==> config.mk <==
export PLATFORM = sky130hd
export DESIGN_NAME = page_walk_unit
export DESIGN_NICKNAME = d
export VERILOG_FILES = /design/src/rtl/pw_pkg.sv /design/src/rtl/pw_walk_regs.sv /design/src/rtl/pw_fsm.sv /design/src/rtl/pw_rsp_reg.sv /design/src/rtl/page_walk_unit.sv
export SDC_FILE = /design/constraint.sdc
export NUM_CORES = 1
export LEC_CHECK = 0
export CAP_MARGIN = 20
export CORE_MARGIN = 2
export CORE_UTILIZATION = 47
export DETAILED_ROUTE_END_ITERATION = 8
export PLACE_DENSITY = 0.95
export SYNTH_ARGS = -nofsm -noshare
export SYNTH_HDL_FRONTEND = slang
export SYNTH_SLANG_ARGS = --single-unit
==> constraint.sdc <==
create_clock -name clk -period 3 [get_ports clk]
set_input_delay 0.3 -clock clk [delete_from_list [all_inputs] [get_ports clk]]
set_output_delay 0.3 -clock clk [all_outputs]
set_load 0.01 [all_outputs]
==> src/rtl/pw_pkg.sv <==
`timescale 1ns/1ps
package pw_pkg;
  localparam int PW_ADDR_W        = 32;
  localparam int PW_DIR_W         = 10;
  localparam int PW_TBL_W         = 10;
  localparam int PW_OFS_W         = 12;
  localparam int PW_ENTRY_W       = 32;
  localparam int PW_PRESENT_BIT   = 0;
  localparam int PW_ENTRY_BYTES_LG = 2;
  localparam int PW_FRAME_W       = PW_ADDR_W - PW_OFS_W;

  typedef enum logic [1:0] {WS_IDLE, WS_DIR, WS_TBL, WS_DONE} walk_state_e;
  typedef logic [PW_FRAME_W-1:0] frame_t;
  typedef logic [PW_ADDR_W-1:0]  addr_t;

  function automatic addr_t dir_index(input addr_t va);
    return addr_t'(va[PW_ADDR_W-1 -: PW_DIR_W]);
  endfunction

  function automatic addr_t tbl_index(input addr_t va);
    return addr_t'(va[PW_OFS_W +: PW_TBL_W]);
  endfunction

  function automatic addr_t entry_addr(input frame_t base, input addr_t idx);
    return {base, {PW_OFS_W{1'b0}}} + (idx << PW_ENTRY_BYTES_LG);
  endfunction

  function automatic frame_t entry_frame(input logic [PW_ENTRY_W-1:0] e);
    return e[PW_ENTRY_W-1 -: PW_FRAME_W];
  endfunction

  function automatic logic entry_present(input logic [PW_ENTRY_W-1:0] e);
    return e[PW_PRESENT_BIT];
  endfunction

  function automatic addr_t join_phys(input frame_t f, input logic [PW_OFS_W-1:0] ofs);
    return {f, ofs};
  endfunction
endpackage

==> src/rtl/pw_walk_regs.sv <==
`timescale 1ns/1ps
module pw_walk_regs
  import pw_pkg::*;
(
  input  logic   clk,
  input  logic   rst_n,
  input  logic   accept,
  input  addr_t  vaddr_in,
  input  frame_t base_in,
  input  logic   pde_load,
  input  frame_t pde_in,
  output addr_t  va_q,
  output frame_t base_q,
  output frame_t pde_q
);
  always_ff @(posedge clk) begin
    if (!rst_n) begin
      va_q   <= '0;
      base_q <= '0;
      pde_q  <= '0;
    end else begin
      if (accept) begin
        va_q   <= vaddr_in;
        base_q <= base_in;
      end
      if (pde_load) pde_q <= pde_in;
    end
  end
endmodule

==> src/rtl/pw_fsm.sv <==
`timescale 1ns/1ps
module pw_fsm
  import pw_pkg::*;
(
  input  logic clk,
  input  logic rst_n,
  input  logic req_valid,
  input  logic mem_rd_valid,
  input  logic rd_present,
  input  logic rsp_ready,
  output logic req_ready,
  output logic mem_rd_en,
  output logic rd_sel_tbl,
  output logic accept,
  output logic pde_load,
  output logic dir_fault_evt,
  output logic walk_done_evt,
  output logic rsp_valid
);
  walk_state_e state_q, state_d;

  always_comb begin
    state_d       = state_q;
    req_ready     = 1'b0;
    mem_rd_en     = 1'b0;
    rd_sel_tbl    = 1'b0;
    pde_load      = 1'b0;
    dir_fault_evt = 1'b0;
    walk_done_evt = 1'b0;
    rsp_valid     = 1'b0;
    unique case (state_q)
      WS_IDLE: begin
        req_ready = 1'b1;
        if (req_valid) state_d = WS_DIR;
      end
      WS_DIR: begin
        mem_rd_en = 1'b1;
        if (mem_rd_valid) begin
          if (rd_present) begin
            pde_load = 1'b1;
            state_d  = WS_TBL;
          end else begin
            dir_fault_evt = 1'b1;
            state_d       = WS_DONE;
          end
        end
      end
      WS_TBL: begin
        mem_rd_en  = 1'b1;
        rd_sel_tbl = 1'b1;
        if (mem_rd_valid) begin
          walk_done_evt = 1'b1;
          state_d       = WS_DONE;
        end
      end
      WS_DONE: begin
        rsp_valid = 1'b1;
        if (rsp_ready) state_d = WS_IDLE;
      end
      default: state_d = WS_IDLE;
    endcase
  end

  assign accept = req_ready & req_valid;

  always_ff @(posedge clk) begin
    if (!rst_n) state_q <= WS_IDLE;
    else        state_q <= state_d;
  end
endmodule

==> src/rtl/pw_rsp_reg.sv <==
`timescale 1ns/1ps
module pw_rsp_reg
  import pw_pkg::*;
(
  input  logic                clk,
  input  logic                rst_n,
  input  logic                dir_fault_evt,
  input  logic                walk_done_evt,
  input  logic                rd_present,
  input  frame_t              rd_frame,
  input  logic [PW_OFS_W-1:0] ofs,
  output addr_t               paddr_q,
  output logic                fault_q,
  output logic                fault_tbl_q
);
  always_ff @(posedge clk) begin
    if (!rst_n) begin
      paddr_q     <= '0;
      fault_q     <= 1'b0;
      fault_tbl_q <= 1'b0;
    end else if (dir_fault_evt) begin
      paddr_q     <= '0;
      fault_q     <= 1'b1;
      fault_tbl_q <= 1'b0;
    end else if (walk_done_evt) begin
      paddr_q     <= rd_present ? join_phys(rd_frame, ofs) : '0;
      fault_q     <= ~rd_present;
      fault_tbl_q <= ~rd_present;
    end
  end
endmodule

==> src/rtl/page_walk_unit.sv <==
`timescale 1ns/1ps
module page_walk_unit
  import pw_pkg::*;
(
  input  logic                  clk,
  input  logic                  rst_n,
  input  logic                  req_valid,
  output logic                  req_ready,
  input  logic [PW_ADDR_W-1:0]  req_vaddr,
  input  logic [PW_ADDR_W-1:0]  ctl_dir_base,
  output logic                  mem_rd_en,
  output logic [PW_ADDR_W-1:0]  mem_rd_addr,
  input  logic                  mem_rd_valid,
  input  logic [PW_ENTRY_W-1:0] mem_rd_data,
  output logic                  rsp_valid,
  input  logic                  rsp_ready,
  output logic [PW_ADDR_W-1:0]  rsp_paddr,
  output logic                  rsp_fault,
  output logic                  rsp_fault_tbl
);
  logic   accept, pde_load, rd_sel_tbl, rd_present;
  logic   dir_fault_evt, walk_done_evt;
  addr_t  va_q;
  frame_t base_q, pde_q, rd_frame;
  logic   unused_bits;

  assign rd_present  = entry_present(mem_rd_data);
  assign rd_frame    = entry_frame(mem_rd_data);
  assign unused_bits = ^{ctl_dir_base[PW_OFS_W-1:0], mem_rd_data[PW_OFS_W-1:PW_PRESENT_BIT+1]};

  pw_fsm u_fsm (
    .clk(clk), .rst_n(rst_n), .req_valid(req_valid), .mem_rd_valid(mem_rd_valid),
    .rd_present(rd_present), .rsp_ready(rsp_ready), .req_ready(req_ready),
    .mem_rd_en(mem_rd_en), .rd_sel_tbl(rd_sel_tbl), .accept(accept),
    .pde_load(pde_load), .dir_fault_evt(dir_fault_evt),
    .walk_done_evt(walk_done_evt), .rsp_valid(rsp_valid)
  );

  pw_walk_regs u_regs (
    .clk(clk), .rst_n(rst_n), .accept(accept), .vaddr_in(req_vaddr),
    .base_in(ctl_dir_base[PW_ADDR_W-1:PW_OFS_W]), .pde_load(pde_load),
    .pde_in(rd_frame), .va_q(va_q), .base_q(base_q), .pde_q(pde_q)
  );

  assign mem_rd_addr = rd_sel_tbl ? entry_addr(pde_q, tbl_index(va_q))
                                  : entry_addr(base_q, dir_index(va_q));

  pw_rsp_reg u_rsp (
    .clk(clk), .rst_n(rst_n), .dir_fault_evt(dir_fault_evt),
    .walk_done_evt(walk_done_evt), .rd_present(rd_present), .rd_frame(rd_frame),
    .ofs(va_q[PW_OFS_W-1:0]), .paddr_q(rsp_paddr), .fault_q(rsp_fault),
    .fault_tbl_q(rsp_fault_tbl)
  );
endmodule

==> impl_metrics.toml, run 1 <==
[run_status]
status = "complete, no violations"

[synthesis]
synth_top_area_share = 0.5059
synth_edf_count = 0
synth-compound-area-share = 0.1405
synthSimpleGateAreaFrac = 0.2096
synthDistinctLibCells = 27
yosys_warnings = 0
synth_area_leaders = "dfxtp_1 (51%), nand2_1 (16%), a21oi_1 (13%)"
syn_inst = 526
synth_fa_ha_area_frac = 0.01756
synth-seq-cells = 108
avgSynthCellArea_sq_um = 8.126
syn_area_sq_um = 4274
synth.area.mux_share = 0.07904
synthFlopType = "dfxtp_1"
yosys.area.top_type = "dfxtp_1"
synth_xor_xnor_area_share = 0
synth_seq_area_share = 0.5059
ys_async_sr_fraction = 0
synth_top_family_by_area = "simple AND/OR/NAND/NOR gates"

[grt]
grt_pass1_vias = 3963
grt_pass1_wl_mm = 18.94
antenna_found_initial = 0
grt_use_total = 0.2346
overflow = 0
grt_max_degree = 76

[sta]
fin_setup_tns_ns = 0
max_slew_margin = 0.3007
maxSlewViolCount = 0
fin_skew_ns = 0.009895
finalHoldViolations = 0
finalCritPeriodShare = 0.8934
rsz0062_at_grt = "no"
setup_viol = 0
fmax_ghz = 0.3731
tightest_slew_ns = 1.045
post-route-min-period_ns = 2.680

[final_layout]
regArea_sq_um = 2162
n_antenna_cell = 0
multiInputGateArea_sq_um = 1921
finalInstanceArea_sq_um = 5926
n_fill_cell = 729
nets = 752
drive_above_1_share = 0.08769
syn_to_final_growth_pct = 38.64

[place]
place_area_sq_um = 5724
numPortBuffers = 144
place_congestion = 0.8068
dp_hpwl_mm = 8.072

[floorplanning]
core_sq_um = 8763
die_x_microns = 99.36
io_pins = 170
dieArea_sq_um = 9872
fp-row-count = 34
initial_core_util = 0.4877
die_y_microns = 99.36

[critical_path]
ff2ff_path_depth = 5
critPathKind = "register to output pin"
required_ns = 2.70
path_max_fanout = 25
critPathArrivalTime_ns = 2.38
start_kind = "register"
cp-end-kind = "output pin"

[power_and_ir_drop]
leakage_nw = 2.111
p_per_area_nw_per_um2 = 649.0
ir_drop_uv = 723.2

[clock_tree]
post_cts_resized = 0
cts_buffers = 9
cts_hold_buf = 0
clock_path_buffers = 2
cts.sinks = 108
htree_levels = 3
cts_setup_buffers = 0
worstSkewPairLatency_ns = 0.36
path_clk_slew_ns = 0.10
cts-root-buf = "clkbuf_8"
cts_tree = "built"

[drt]
drc = 0
dr.first_iter.drc_count = 165
viasPerCell = 5.252
via_count = 3981
drt_wl_total_mm = 11.66
wl_per_cell_microns = 15.38
ant_nets = 0
drtPass1Iterations = 4

[job]
max_cap_viol_count = 0

[hold_path]
hold_depth = 2
hold_class = "register to register"
-- cells by family (layout without fill, tap and decap cells) --
group,after synthesis,in the layout
mux,30,30
simple gates,221,221
buf+inv,46,169
fa+ha+maj,6,6
compound gates,114,114
flops,108,108
other cells,1,2
-- worst max-delay path, cell delays in order (launching register included) --
cell and delay, ns:
dfxtp_1 0.36, inv_1 0.13, ha_1 0.43, buf_12 0.25
mux2_2 0.36, clkdlybuf4s50_1 0.48
-- flip-flops by register name, summed over array words and instances, names as in the netlist --
signal             cells
u_rsp.fault_tbl_q      1
u_regs.pde_q          20
u_fsm.state_q          2
u_regs.base_q         20
u_regs.va_q           32
u_rsp.fault_q          1
u_rsp.paddr_q         32
-- worst paths after layout --
kind / slack [ns] / start / end
worst max-delay path: 0.32 / u_fsm.state_q[0] / mem_rd_addr[25]
worst min-delay path: 0.45 / u_rsp.paddr_q[5] / u_rsp.paddr_q[5]
worst max register to register: 0.98 / u_fsm.state_q[0] / u_regs.base_q[18]
worst min register to register: 0.45 / u_rsp.paddr_q[5] / u_rsp.paddr_q[5]
-- where the power goes --
group / total (W) / switching [W] / internal [W]
registers: 0.00169 / 0.0000939 / 0.00160
logic: 0.00126 / 0.000664 / 0.000597
clock network: 0.000890 / 0.000477 / 0.000413
-- placed cells by master, fill, tap and decap left out, drive strengths merged, types with 2 or more instances in the layout --
| cell type | synthesis | routed |
|---|---|---|
| nand2 | 180 | 180 |
| clkdlybuf4s50 | 0 | 144 |
| dfxtp | 108 | 108 |
| a21oi | 107 | 107 |
| nand3 | 33 | 33 |
| mux2 | 30 | 30 |
| clkbuf | 19 | 11 |
| ha | 6 | 6 |
| buf | 23 | 5 |
| inv | 4 | 5 |
| and2 | 2 | 2 |
| conb | 1 | 2 |
| clkinv | 0 | 2 |
-- cell type report --
cell class / instances / share of cell area
Sequential cell: 108 / 0.3649
Timing Repair Buffer: 149 / 0.2517
Multi-Input combinational cell: 373 / 0.3241
Tap cell: 108 / 0.02280
Inverter: 4 / 0.002534
Clock buffer: 11 / 0.02386
Clock inverter: 5 / 0.01014
-- per-stage QoR --
stage	hold WS [ns]	util	setup slack, ns	power, W	std cells
finish	0.4539	0.6762	0.3199	0.003846	758
global route	0.4710	0.6762	0.1969	0.004062	758
CTS	0.4580	0.6762	0.2910	0.003867	758
detailed placement	0.4438	0.6532	0.6868	0.002989	742
global placement	0.4390	0.6532	0.7401	0.002933	742
floorplan	0.4329	-	1.416	0.002455	527
-- synthesized netlist by cell type, types with 2 or more instances --
cell type	number
a21oi_1	107
buf_1	6
buf_2	15
buf_4	2
clkbuf_1	19
dfxtp_1	108
ha_1	6
inv_1	4
mux2_2	30
nand2_1	180
nand3_1	33
-- per-layer routing --
layer | global-route usage | vias up | routed length, microns
met2 | 0.4153 | 138 | 5888
met4 | 0.08641 | 0 | 278
li1 | - | 1972 | -
met5 | 0 | - | 0
met3 | 0.02811 | 25 | 518
met1 | 0.2932 | 1846 | 4971
(Power assumes the default switching activity.)
==> run 2, diff against run 1 <==
--- a/config.mk
+++ b/config.mk
@@ -6,7 +6,7 @@
 export NUM_CORES = 1
 export LEC_CHECK = 0
 export CAP_MARGIN = 20
-export CORE_MARGIN = 2
+export CORE_MARGIN = 5
 export CORE_UTILIZATION = 47
 export DETAILED_ROUTE_END_ITERATION = 8
 export PLACE_DENSITY = 0.95
==> run 2 against run 1 <==
Against the previous run: power decreased by 2.9%; core utilization decreased by 0.78 points; via count increased by 0.38%; clock power decreased by 9.9%; global-route usage decreased by 2.2 points; highest routed layer unchanged.
==> impl_metrics.toml, run 2 (synthesis gave the netlist of run 1 again) <==
[run_status]
status = "complete, no violations"

[sta]
maxSlewViolCount = 0
post-route-min-period_ns = 2.456
finalWorstSetupSlack_ns = 0.5438
tightest_slew_ns = 0.9897
fmax_ghz = 0.4071
finalHoldViolations = 0
setup_viol = 0
finalCritPeriodShare = 0.8187
rsz0062_at_grt = "no"
fin_setup_tns_ns = 0
max_slew_margin = 0.3379
fin_skew_ns = 0.01251
hold_ws_ns = 0.4547

[floorplanning]
io_pins = 170
die_y_microns = 105.4
core_sq_um = 8806
die_x_microns = 105.4
dieArea_sq_um = 11100
fp-row-count = 34
initial_core_util = 0.4854

[place]
dp_hpwl_mm = 8.328
place_congestion = 0.7945
place_area_sq_um = 5712
numPortBuffers = 144
place_ws_ns = 0.7144

[power_and_ir_drop]
swShare = 0.3327
power.total_w = 0.003736
leakage_nw = 2.102
seq_power_share = 0.453
power_frac_comb = 0.333
ir_drop_uv = 886.2
p_switching_w = 0.001243
p_per_area_nw_per_um2 = 634.7
p_int_w = 0.002493
pwr-share-clk = 0.215

[drt]
met1Wirelength_mm = 4.923
routed-wl-met2_mm = 6.225
dr.first_iter.drc_count = 139
ant_nets = 0
wl_per_cell_microns = 15.74
via_count = 3996
drtPass1Iterations = 4
drc = 0
viasPerCell = 5.272
topRoutingLayerUsed = "met4"
drt_wl_total_mm = 11.93
routed-wl-met3_microns = 583

[final_layout]
n_antenna_cell = 0
drive_above_1_share = 0.08923
final_common_cell = "nand2_1"
final_cell_mix = "nand2_1 (179), clkdlybuf4s50_1 (144), dfxtp_1 (108), a21oi_1 (107), nand3_1 (33)"
n_fill_cell = 724
nets = 752
reg.largest.list = "u_regs.va_q: 32 flops, u_rsp.paddr_q: 32 flops"
finalInstanceArea_sq_um = 5886
multiInputGateArea_sq_um = 1921
syn_to_final_growth_pct = 37.70
regArea_sq_um = 2162

[clock_tree]
path_clk_slew_ns = 0.10
cts_hold_buf = 0
cts_setup_buffers = 0
post_cts_resized = 0
cts.sinks = 108
worstSkewPairLatency_ns = 0.36
htree_levels = 3
cts-root-buf = "clkbuf_8"
clock_path_buffers = 2
cts_buffers = 9
cts_tree = "built"

[grt]
antenna_found_initial = 0
overflow = 0
grt_use_total = 0.2125
grt_pass1_wl_mm = 19.55
grt_pass1_vias = 4081
grt_max_degree = 76

[critical_path]
start_kind = "register"
critPathArrivalTime_ns = 2.16
ff2ff_path_depth = 5
critPathKind = "register to output pin"
startpoint = "u_fsm.state_q[0]"
reg2reg_from = "u_fsm.state_q[0]"
required_ns = 2.70
path_max_fanout = 15
rr_endpoint = "u_regs.va_q[31]"
cp-end-kind = "output pin"
rrSetupSlack_ns = 0.98
crit_end = "mem_rd_addr[27]"

[job]
max_cap_viol_count = 0

[hold_path]
hold_class = "register to register"
## run 2: layout make-up
class / instances / share of cell area
Sequential cell: 108 / 0.3673
Multi-Input combinational cell: 373 / 0.3263
Timing Repair Buffer: 149 / 0.2513
Tap cell: 108 / 0.02296
Clock buffer: 9 / 0.02105
Clock inverter: 7 / 0.008503
Inverter: 4 / 0.002551
## run 2: power groups by stage
stage                     registers, W  logic [W]  clock network [W]
after floorplan                0.00171   0.000748                  0
after global placement         0.00171    0.00121                  0
after detailed placement       0.00172    0.00125                  0
after CTS                      0.00169    0.00125           0.000825
after global routing           0.00171    0.00137           0.000884
final                          0.00169    0.00124           0.000802
## run 2: worst min path at each step
stage	from	cells after the start	to	slack, ns
finish	u_rsp.fault_q	2	u_rsp.fault_q	0.45
floorplan	u_regs.pde_q[0]	2	u_regs.pde_q[0]	0.43
global route	u_regs.va_q[8]	2	u_regs.va_q[8]	0.47
global placement	u_rsp.paddr_q[15]	2	u_rsp.paddr_q[15]	0.44
CTS	u_rsp.fault_q	2	u_rsp.fault_q	0.46
detailed placement	u_rsp.paddr_q[31]	2	u_rsp.paddr_q[31]	0.44
## run 2: metrics by stage
| step | utilization | std cells |
|---|---|---|
| floorplan | - | 527 |
| global placement | 0.6486 | 742 |
| detailed placement | 0.6486 | 742 |
| CTS | 0.6684 | 758 |
| global route | 0.6684 | 758 |
| finish | 0.6684 | 758 |
## run 2: critical path, stage by stage, from the launching register on
cell and delay, ns:
dfxtp_1 0.37, inv_1 0.14, ha_1 0.18, buf_4 0.25
mux2_2 0.37, clkdlybuf4s50_1 0.49
## run 2: layer usage
metal | vias to the layer above | track usage
li1 | 1971 | -
met1 | 1887 | 0.2497
met2 | 117 | 0.3939
met3 | 21 | 0.03484
met4 | 0 | 0.06467
met5 | - | 0
==> run 3, diff against run 2 <==
--- a/config.mk
+++ b/config.mk
@@ -7,9 +7,9 @@
 export LEC_CHECK = 0
 export CAP_MARGIN = 20
 export CORE_MARGIN = 5
-export CORE_UTILIZATION = 47
+export CORE_UTILIZATION = 43
 export DETAILED_ROUTE_END_ITERATION = 8
-export PLACE_DENSITY = 0.95
+export PLACE_DENSITY = 0.89
 export SYNTH_ARGS = -nofsm -noshare
 export SYNTH_HDL_FRONTEND = slang
 export SYNTH_SLANG_ARGS = --single-unit
==> constraint.sdc (replaced) <==
create_clock -name clk -period 2.3 [get_ports clk]
set_input_delay 0.23 -clock clk [delete_from_list [all_inputs] [get_ports clk]]
set_output_delay 0.23 -clock clk [all_outputs]
set_load 0.01 [all_outputs]
==> run 3 against run 2 <==
Against the previous run: sequential cell count unchanged; die area up 8.4%; register-to-register slack worse by 0.35 ns; sequential power up 31%; final cell count up 4.5%; clock power up 63%; critical path depth unchanged; routed wire length up 2.4%; power up 40%; clock-buffer cell count up 2; non-clock buffer count up 9; largest cell class unchanged; highest routed layer unchanged.
==> impl_metrics.toml, run 3 (synthesis gave the netlist of run 1 again) <==
[power_and_ir_drop]
swShare = 0.3145
seq_power_share = 0.423
leakage_nw = 2.627
power.total_w = 0.005240
p_switching_w = 0.001648
pwr-share-clk = 0.249
p_int_w = 0.003592
power_frac_comb = 0.328
ir_drop_uv = 615.2
p_per_area_nw_per_um2 = 848.9

[final_layout]
regArea_sq_um = 2165
nets = 761
finalInstanceArea_sq_um = 6173
n_antenna_cell = 0
drive_above_1_share = 0.1077
multiInputGateArea_sq_um = 1933
final_cell_mix = "nand2_1 (179), clkdlybuf4s50_1 (117), a21oi_1 (107), dfxtp_1 (106), nand3_1 (33)"
syn_to_final_growth_pct = 44.44
n_fill_cell = 818
reg.largest.list = "u_regs.va_q: 32 flops, u_rsp.paddr_q: 32 flops"
final_common_cell = "nand2_1"
post-route-util = 0.6345

[critical_path]
reg2reg_from = "u_fsm.state_q[1]"
slowest_stage = "clkdlybuf4s50_1"
start_kind = "register"
critPathArrivalTime_ns = 2.00
rrSetupSlack_ns = 0.63
crit_chain = "inv_2, ha_4, buf_6, mux2_2, clkdlybuf4s50_1"
required_ns = 2.07
crit_family = "buffers and inverters"
critPathKind = "register to output pin"
max_stage_delay_ns = 0.49
cp-end-kind = "output pin"
rr_endpoint = "u_fsm.state_q[0]"
ff2ff_path_depth = 5
crit_cells = 5
path_buf_inv = 3
path_max_fanout = 8

[sta]
fmax_ghz = 0.4480
finalHoldViolations = 0
rsz0062_at_grt = "no"
finalCritPeriodShare = 0.9705
maxSlewViolCount = 0
fin_skew_ns = 0.006350
max_slew_margin = 0.5142
fin_setup_tns_ns = 0
setup_viol = 0
tightest_slew_ns = 0.7288
hold_ws_ns = 0.4035
post-route-min-period_ns = 2.232

[drt]
via_count = 4043
wl_per_cell_microns = 15.42
ant_nets = 0
viasPerCell = 5.105
drtPass1Iterations = 4
dr.first_iter.drc_count = 199
drt_wl_total_mm = 12.22
drc = 0

[clock_tree]
path_clk_slew_ns = 0.10
cts.sinks = 108
cts_setup_buffers = 0
cts_tree = "built"
worstSkewPairLatency_ns = 0.36
cts_buffers = 9
cts-root-buf = "clkbuf_8"
clock_path_buffers = 2
htree_levels = 3

[hold_path]
hold_depth = 3
hold_class = "input port to register"
hp-start = "req_vaddr[12]"
whs_endpoint = "u_regs.va_q[12]"

[grt]
antenna_found_initial = 0
grt_use_total = 0.2028
grt_max_degree = 34
overflow = 0
grt_pass1_wl_mm = 19.17
grt_pass1_vias = 4066

[place]
place_area_sq_um = 5841
numPortBuffers = 144
dp_hpwl_mm = 8.739
place_congestion = 0.8054

[job]
max_cap_viol_count = 0

[floorplanning]
dieArea_sq_um = 12030
die_y_microns = 109.7
core_sq_um = 9729
die_x_microns = 109.7
io_pins = 170
initial_core_util = 0.4393
fp-row-count = 36

[run_status]
status = "complete, no violations"
-- run 3: metal layers --
layer / track usage / wire, microns / vias to the layer above
met5: 0 / 0 / -
met4: 0.09706 / 307 / 0
met3: 0.03171 / 559 / 27
met2: 0.3622 / 6285 / 118
met1: 0.2357 / 5063 / 1900
li1: - / - / 1998
-- run 3: area by class of cell --
cell class / instances / area share
clock buffer: 11 / 0.02452
clock inverter: 5 / 0.01358
inverter: 4 / 0.002432
multi-input combinational: 373 / 0.3131
sequential: 108 / 0.3506
tap: 133 / 0.02696
timing repair buffer: 158 / 0.2687
-- run 3: through the flow --
stage | cells | setup slack [ns]
CTS | 792 | 0.01269
floorplan | 527 | 0.7157
finish | 792 | 0.06792
detailed placement | 775 | 0.2121
global route | 792 | 0.0001437
global placement | 775 | 0.2815
-- run 3: timing repair --
item,4_1_cts,5_1_grt
hold buffers,0,0
gates cloned,1,0
setup endpoints to repair,30,29
gates resized for setup,7,28
-- run 3: worst register-to-register path, cell delays in order, from the launching register on --
cell     delay, ns
dfxtp_2       0.41
inv_1         0.10
ha_1          0.25
nor2b_1       0.18
or3_1         0.37
o32ai_1       0.27
-- run 3: how the worst max path moves through the flow --
stage / startpoint / end
6_report: u_fsm.state_q[0] / mem_rd_addr[14]
5_1_grt: u_fsm.state_q[0] / mem_rd_addr[14]
4_1_cts: u_fsm.state_q[0] / mem_rd_addr[2]
3_5_place_dp: u_fsm.state_q[0] / mem_rd_addr[9]
3_3_place_gp: u_fsm.state_q[0] / mem_rd_addr[9]
2_1_floorplan: u_fsm.state_q[0] / u_fsm.state_q[1]
-- run 3: power by group through the flow --
stage	Sequential, W	Clock (W)	Combinational (W)
3_5_place_dp	0.00225	0	0.00172
5_1_grt	0.00225	0.00143	0.00187
2_1_floorplan	0.00223	0	0.000975
3_3_place_gp	0.00223	0	0.00166
4_1_cts	0.00221	0.00135	0.00175
6_report	0.00222	0.00131	0.00172
